--- src/rtl/simproc_pkg.sv ---
// Package: shared widths and the operation encoding for the bus processor.
// Assumes the 6-bit instruction layout {op[1:0], rx[1:0], ry[1:0]}.
package simproc_pkg;
    localparam int OP_W    = 2;
    localparam int RSEL_W  = 2;
    localparam int INSTR_W = OP_W + 2 * RSEL_W;
    localparam int NREG    = 1 << RSEL_W;
    localparam int NSTEP   = 4;

    typedef enum logic [OP_W-1:0] {
        OP_LOAD = 2'b00,
        OP_MOVE = 2'b01,
        OP_ADD  = 2'b10,
        OP_SUB  = 2'b11
    } op_e;
endpackage

--- src/rtl/simproc_dec.sv ---
// Binary-to-one-hot decoder, always enabled.
// Assumes IW is small (output width is 2**IW).
module simproc_dec #(
    parameter int IW = 2
) (
    input  logic [IW-1:0]      sel,
    output logic [(1<<IW)-1:0] onehot
);
    localparam int OW = 1 << IW;

    // Raise exactly the output selected by the binary code.
    always_comb begin
        onehot      = '0;
        onehot[sel] = 1'b1;
    end

    logic unused_ow;
    assign unused_ow = (OW == 0);
endmodule

--- src/rtl/simproc_ctrl.sv ---
// Control path: step counter plus decoder, instruction latch plus field decoders,
// and the per-step control signals that drive the datapath.
// Assumes a synchronous active-low reset and that start is sampled only in T0.
module simproc_ctrl
    import simproc_pkg::*;
(
    input  logic               clk,
    input  logic               rst_n,
    input  logic               start,
    input  logic [INSTR_W-1:0] instr,
    output logic               done,
    output logic               ext_sel,
    output logic [NREG-1:0]    reg_out,
    output logic [NREG-1:0]    reg_in,
    output logic               a_in,
    output logic               g_in,
    output logic               g_out,
    output logic               sub_mode
);
    logic [1:0]         step_q;
    logic [NSTEP-1:0]   t_oh;
    logic [INSTR_W-1:0] func_q;
    logic [3:0]         i_oh;
    logic [NREG-1:0]    x_oh;
    logic [NREG-1:0]    y_oh;
    logic               accept;
    logic               busy;
    logic               arith;

    simproc_dec #(.IW(2))      u_step_dec (.sel(step_q),                       .onehot(t_oh));
    simproc_dec #(.IW(OP_W))   u_op_dec   (.sel(func_q[INSTR_W-1 -: OP_W]),    .onehot(i_oh));
    simproc_dec #(.IW(RSEL_W)) u_rx_dec   (.sel(func_q[2*RSEL_W-1 -: RSEL_W]), .onehot(x_oh));
    simproc_dec #(.IW(RSEL_W)) u_ry_dec   (.sel(func_q[RSEL_W-1:0]),           .onehot(y_oh));

    assign accept = t_oh[0] & start;
    assign busy   = ~t_oh[0];
    assign arith  = i_oh[OP_ADD] | i_oh[OP_SUB];

    // Step counter: clear on reset or completion, advance while an instruction runs.
    always_ff @(posedge clk) begin
        if (!rst_n || done)
            step_q <= '0;
        else if (accept || busy)
            step_q <= step_q + 2'd1;
    end

    // Instruction latch: capture the word only when start is accepted in T0.
    always_ff @(posedge clk) begin
        if (!rst_n)
            func_q <= '0;
        else if (accept)
            func_q <= instr;
    end

    // Per-step control products of the decoded step and decoded fields.
    always_comb begin
        done     = ((i_oh[OP_LOAD] | i_oh[OP_MOVE]) & t_oh[1]) | (arith & t_oh[3]);
        ext_sel  = i_oh[OP_LOAD] & t_oh[1];
        a_in     = arith & t_oh[1];
        g_in     = arith & t_oh[2];
        g_out    = arith & t_oh[3];
        sub_mode = i_oh[OP_SUB];
        reg_in   = done ? x_oh : '0;
        reg_out  = '0;
        if ((i_oh[OP_MOVE] & t_oh[1]) | (arith & t_oh[2]))
            reg_out = y_oh;
        else if (arith & t_oh[1])
            reg_out = x_oh;
    end

    AST_LOAD_ONE_STEP: assert property (@(posedge clk) disable iff (!rst_n)
        ext_sel |-> $past(accept)) else $error("load data on bus without prior accept");
    AST_DONE_TO_IDLE: assert property (@(posedge clk) disable iff (!rst_n)
        done |=> t_oh[0]) else $error("control not back in T0 after done");
    AST_BUSY_HOLDS_FUNC: assert property (@(posedge clk) disable iff (!rst_n)
        busy |=> $stable(func_q)) else $error("instruction latch changed while busy");
endmodule

--- src/rtl/simproc_datapath.sv ---
// Datapath: four general registers, operand latch A, result latch G,
// an add/subtract unit and an AND-OR multiplexed shared bus.
// Assumes the control path never selects more than one bus source at a time.
module simproc_datapath
    import simproc_pkg::*;
#(
    parameter int DW = 8
) (
    input  logic            clk,
    input  logic            rst_n,
    input  logic [DW-1:0]   ext_data,
    input  logic            ext_sel,
    input  logic [NREG-1:0] reg_out,
    input  logic [NREG-1:0] reg_in,
    input  logic            a_in,
    input  logic            g_in,
    input  logic            g_out,
    input  logic            sub_mode,
    output logic [DW-1:0]   bus
);
    logic [DW-1:0] regs [NREG];
    logic [DW-1:0] a_q;
    logic [DW-1:0] g_q;
    logic [DW-1:0] alu_res;

    // Bus multiplexer: OR of every source gated by its select; zero when idle.
    always_comb begin
        bus = ({DW{ext_sel}} & ext_data) | ({DW{g_out}} & g_q);
        for (int k = 0; k < NREG; k++)
            bus = bus | ({DW{reg_out[k]}} & regs[k]);
    end

    // Add/subtract unit on operand latch and bus.
    assign alu_res = sub_mode ? (a_q - bus) : (a_q + bus);

    // General registers: each loads the bus when its write select is high.
    always_ff @(posedge clk) begin
        for (int k = 0; k < NREG; k++) begin
            if (!rst_n)
                regs[k] <= '0;
            else if (reg_in[k])
                regs[k] <= bus;
        end
    end

    // Operand and result latches.
    always_ff @(posedge clk) begin
        if (!rst_n) begin
            a_q <= '0;
            g_q <= '0;
        end else begin
            if (a_in) a_q <= bus;
            if (g_in) g_q <= alu_res;
        end
    end

    AST_ONE_BUS_SOURCE: assert property (@(posedge clk) disable iff (!rst_n)
        $onehot0({ext_sel, g_out, reg_out})) else $error("bus has several drivers");
    AST_G_AFTER_LOAD: assert property (@(posedge clk) disable iff (!rst_n)
        g_out |-> $past(g_in)) else $error("result driven before it was computed");
endmodule

--- src/rtl/simproc_core.sv ---
// Top of the four-register bus processor: ties the control path to the datapath.
// Assumes synchronous active-low reset; bus_out shows the shared bus every cycle.
module simproc_core
    import simproc_pkg::*;
#(
    parameter int DW = 8
) (
    input  logic               clk,
    input  logic               rst_n,
    input  logic               start,
    input  logic [INSTR_W-1:0] instr,
    input  logic [DW-1:0]      ext_data,
    output logic               done,
    output logic [DW-1:0]      bus_out
);
    logic            ext_sel;
    logic [NREG-1:0] reg_out;
    logic [NREG-1:0] reg_in;
    logic            a_in;
    logic            g_in;
    logic            g_out;
    logic            sub_mode;

    simproc_ctrl u_ctrl (
        .clk(clk), .rst_n(rst_n), .start(start), .instr(instr),
        .done(done), .ext_sel(ext_sel), .reg_out(reg_out), .reg_in(reg_in),
        .a_in(a_in), .g_in(g_in), .g_out(g_out), .sub_mode(sub_mode)
    );

    simproc_datapath #(.DW(DW)) u_dp (
        .clk(clk), .rst_n(rst_n), .ext_data(ext_data), .ext_sel(ext_sel),
        .reg_out(reg_out), .reg_in(reg_in), .a_in(a_in), .g_in(g_in),
        .g_out(g_out), .sub_mode(sub_mode), .bus(bus_out)
    );
endmodule

--- config.mk ---
export PLATFORM = sky130hd
export DESIGN_NAME = simproc_core
export DESIGN_NICKNAME = d
export VERILOG_FILES = /design/src/rtl/simproc_pkg.sv /design/src/rtl/simproc_dec.sv /design/src/rtl/simproc_ctrl.sv /design/src/rtl/simproc_datapath.sv /design/src/rtl/simproc_core.sv
export SDC_FILE = /design/constraint.sdc
export NUM_CORES = 1
export LEC_CHECK = 0
export BUFFER_PORTS_ARGS = -buffer_cell sky130_fd_sc_hd__buf_2
export CAP_MARGIN = 30
export CORE_AREA = 2 2 76 78
export DETAILED_ROUTE_END_ITERATION = 6
export DIE_AREA = 0 0 78 80
export PLACE_DENSITY = 0.76
export SETUP_SLACK_MARGIN = 0.02
export SKIP_CTS_REPAIR_TIMING = 1
export SLEW_MARGIN = 5
export SYNTH_ARGS = -nofsm -noshare
export SYNTH_HDL_FRONTEND = slang
export SYNTH_SLANG_ARGS = --single-unit
--- constraint.sdc ---
create_clock -name clk -period 5.7 [get_ports clk]
set_input_delay 0.285 -clock clk [delete_from_list [all_inputs] [get_ports clk]]
set_output_delay 0.285 -clock clk [all_outputs]
set_load 0.02 [all_outputs]
==> metrics.txt <==
worst-path fanout max=18; ranking of synthesized cells by area=edfxtp_1 31%, dfxtp_1 16%, nor2_1 5.1%; share of the synthesized area in the top cell type=31.37%; gpl congestion=0.8165; RSZ-0062 raised after global routing=no; Post-DRT Antenna Nets=0; sum of negative setup slack=0 ns; most common cell in the netlist=nor2_1; global-route wire length before repair=10950 um; largest net degree at the start of global routing=33; outcome=completed; post-synthesis sequential area ratio=47.06%; synth-to-layout area growth=7.557%; Hold Path Stages=3; Yosys cell types=48; antenna violations before repair=0; Synth Area in Compound Gates=16.22%; Clock Tree Buf Depth=2; # nets final=355; Slew Viols, Final=0; Synth warnings=0; clock latency on the worst-skew pair=0.33 ns; clock skew=0.008967 ns; iteration count of the initial detailed-routing pass=6; ratio of cells with drive above 1 in the final layout=13.80%; Final setup viols=0; Post-Synthesis Cells=310; number of H-tree levels=2; number of remaining DRC errors=0; number of synthesized flops with an enable pin=32; main combinational cell family by area after synthesis=simple AND/OR/NAND/NOR gates; peak supply drop=0.0002703 V; vias in the first global route=2244; Ports=26; post-synthesis xor/xnor area fraction=3.595%; Max Clock Freq=212.0 MHz; adder-cell area share of the yosys netlist=5.556%; post-route minimum period=4.717 ns; Final period util=82.76%; Yosys top cell by area=edfxtp_1; slew at the pin closest to its max-slew limit=1.089 ns; CTS Buf Count=5; CTS tree=built; vias after detailed routing=2300; mux contribution to synthesized area=3.309%; Syn Area/Cell=9.880 um^2; root buffer cell=clkbuf_8; initial drt markers=175; async set-reset flop share out of synthesis=0%; routed wire length=6787 um; Hold WC Path Type=in2reg; Clock Pin Slew Worst Setup and Hold Paths=0.11 ns; Initial Util=56.67%; Worst Path Arrival=4.98 ns; Worst setup EP type=flip-flop; die height=80 um; core area=0.005405 mm^2; Synth Area in Simple Gates=18.87%; WS Path Type=reg2reg; DIE WIDTH=78 um; total grt overflow=0; worst setup margin=0.9826 ns; Hold Fails Final Rpt=0; Tot GR Track Use=23.09%; IO Port Bufs=25; hpwl dp=5016 um; R2R cell count=15; data required time of the worst path=5.97 ns; CTS sink cnt=56; ant diodes=0; Startpoint Class=flip-flop; leak pwr=1.384 nW; P per Cell Area=445.0 mW/mm^2; Routed WL per cell=17.05 um; post-synthesis net count=340; relative slew slack=27.23%; vias per cell=5.779; Synth Flop Type=edfxtp_1; pre-CTS setup slack=0.9785 ns; most frequent cells after synthesis=42 x nor2_1, 36 x nand2_1, 32 x edfxtp_1, 24 x dfxtp_1, 17 x inv_1; max-cap violation count=0; row cnt=27; die area=0.006240 mm^2; Syn Std Cell Area=0.003063 mm^2; #FFs+latches synth=56
==> cell usage in the layout (no fill, tap or decap), types with 4 or more instances in the layout <==
cell and instances:
nand3_1 12, edfxtp_1 32, o21ai_0 8, a222oi_1 12
o211a_1 10, buf_2 25, clkbuf_8 5, xnor2_1 8
nand2_1 36, dfxtp_1 24, inv_1 17, a21boi_0 8
nor2_1 42, and2_1 14, nor2b_1 4, a21oi_1 7
ha_1 12, mux2i_1 5
==> flip-flops by register name (all words and copies together), names as in the netlist <==
register / count
u_ctrl.func_q: 6
u_ctrl.step_q: 2
u_dp.a_q: 8
u_dp.g_q: 8
u_dp.regs: 32
==> worst max-delay path: stages (launching register included) <==
cell	delay, ns
dfxtp_1	0.42
ha_1	0.26
and2_1	0.55
nand3b_1	0.13
mux2i_1	0.53
a221oi_2	0.24
ha_1	0.35
o21ai_0	0.32
ha_1	0.30
nor2b_1	0.12
o21ai_0	0.22
a21oi_1	0.14
o41ai_1	0.30
xnor3_1	0.29
a2111o_1	0.40
o211ai_2	0.07
==> final timing paths <==
path / from / slack [ns] / end
min reg2reg: u_dp.g_q[5] / 0.47 / u_dp.g_q[5]
min: instr[5] / 0.22 / u_ctrl.func_q[5]
max reg2reg: u_ctrl.step_q[0] / 0.98 / u_dp.g_q[7]
max: u_ctrl.step_q[0] / 0.98 / u_dp.g_q[7]
==> area by class of cell <==
cell class,count,area [um^2]
fillers,478,2111
multi-input cells,217,1456
flip-flops and latches,56,1441
repair buffers,28,147.6
well taps,72,90.09
clock buffers,5,68.82
inverters,17,63.81
clock inverters,3,26.28
==> per-stage QoR <==
step / cell area (um^2) / utilization [%] / cells / total power [mW] / hold WS (ns)
after floorplan: 3063 / - / 310 / 1.086 / 0.4404
after global placement: 3199 / 59.19 / 390 / 1.222 / 0.4599
after detailed placement: 3199 / 59.19 / 390 / 1.238 / 0.4598
after CTS: 3294 / 60.95 / 398 / 1.469 / 0.2158
after global routing: 3294 / 60.95 / 398 / 1.572 / 0.2310
final: 3294 / 60.95 / 398 / 1.466 / 0.2151
==> where the power goes <==
group          internal [mW]  switching (mW)
sequential             0.475          0.0388
clock                 0.0897           0.142
combinational          0.303           0.417
==> kinds of logic (layout without fill, tap and decap cells) <==
logic type / Yosys count / in the layout
xor+xnor: 11 / 11
simple gates: 124 / 124
fa+ha+maj: 13 / 13
compound gates: 60 / 60
mux: 9 / 9
flops: 56 / 56
buf+inv: 37 / 53
==> metal layers <==
metal | share of wire (%) | global-route usage (%)
met5 | 0 | 0
met3 | 5.0 | 3.620
met2 | 50 | 41.21
met1 | 44 | 28.44
met4 | 1.6 | 8.070
Power figures use the tool's default switching activity.
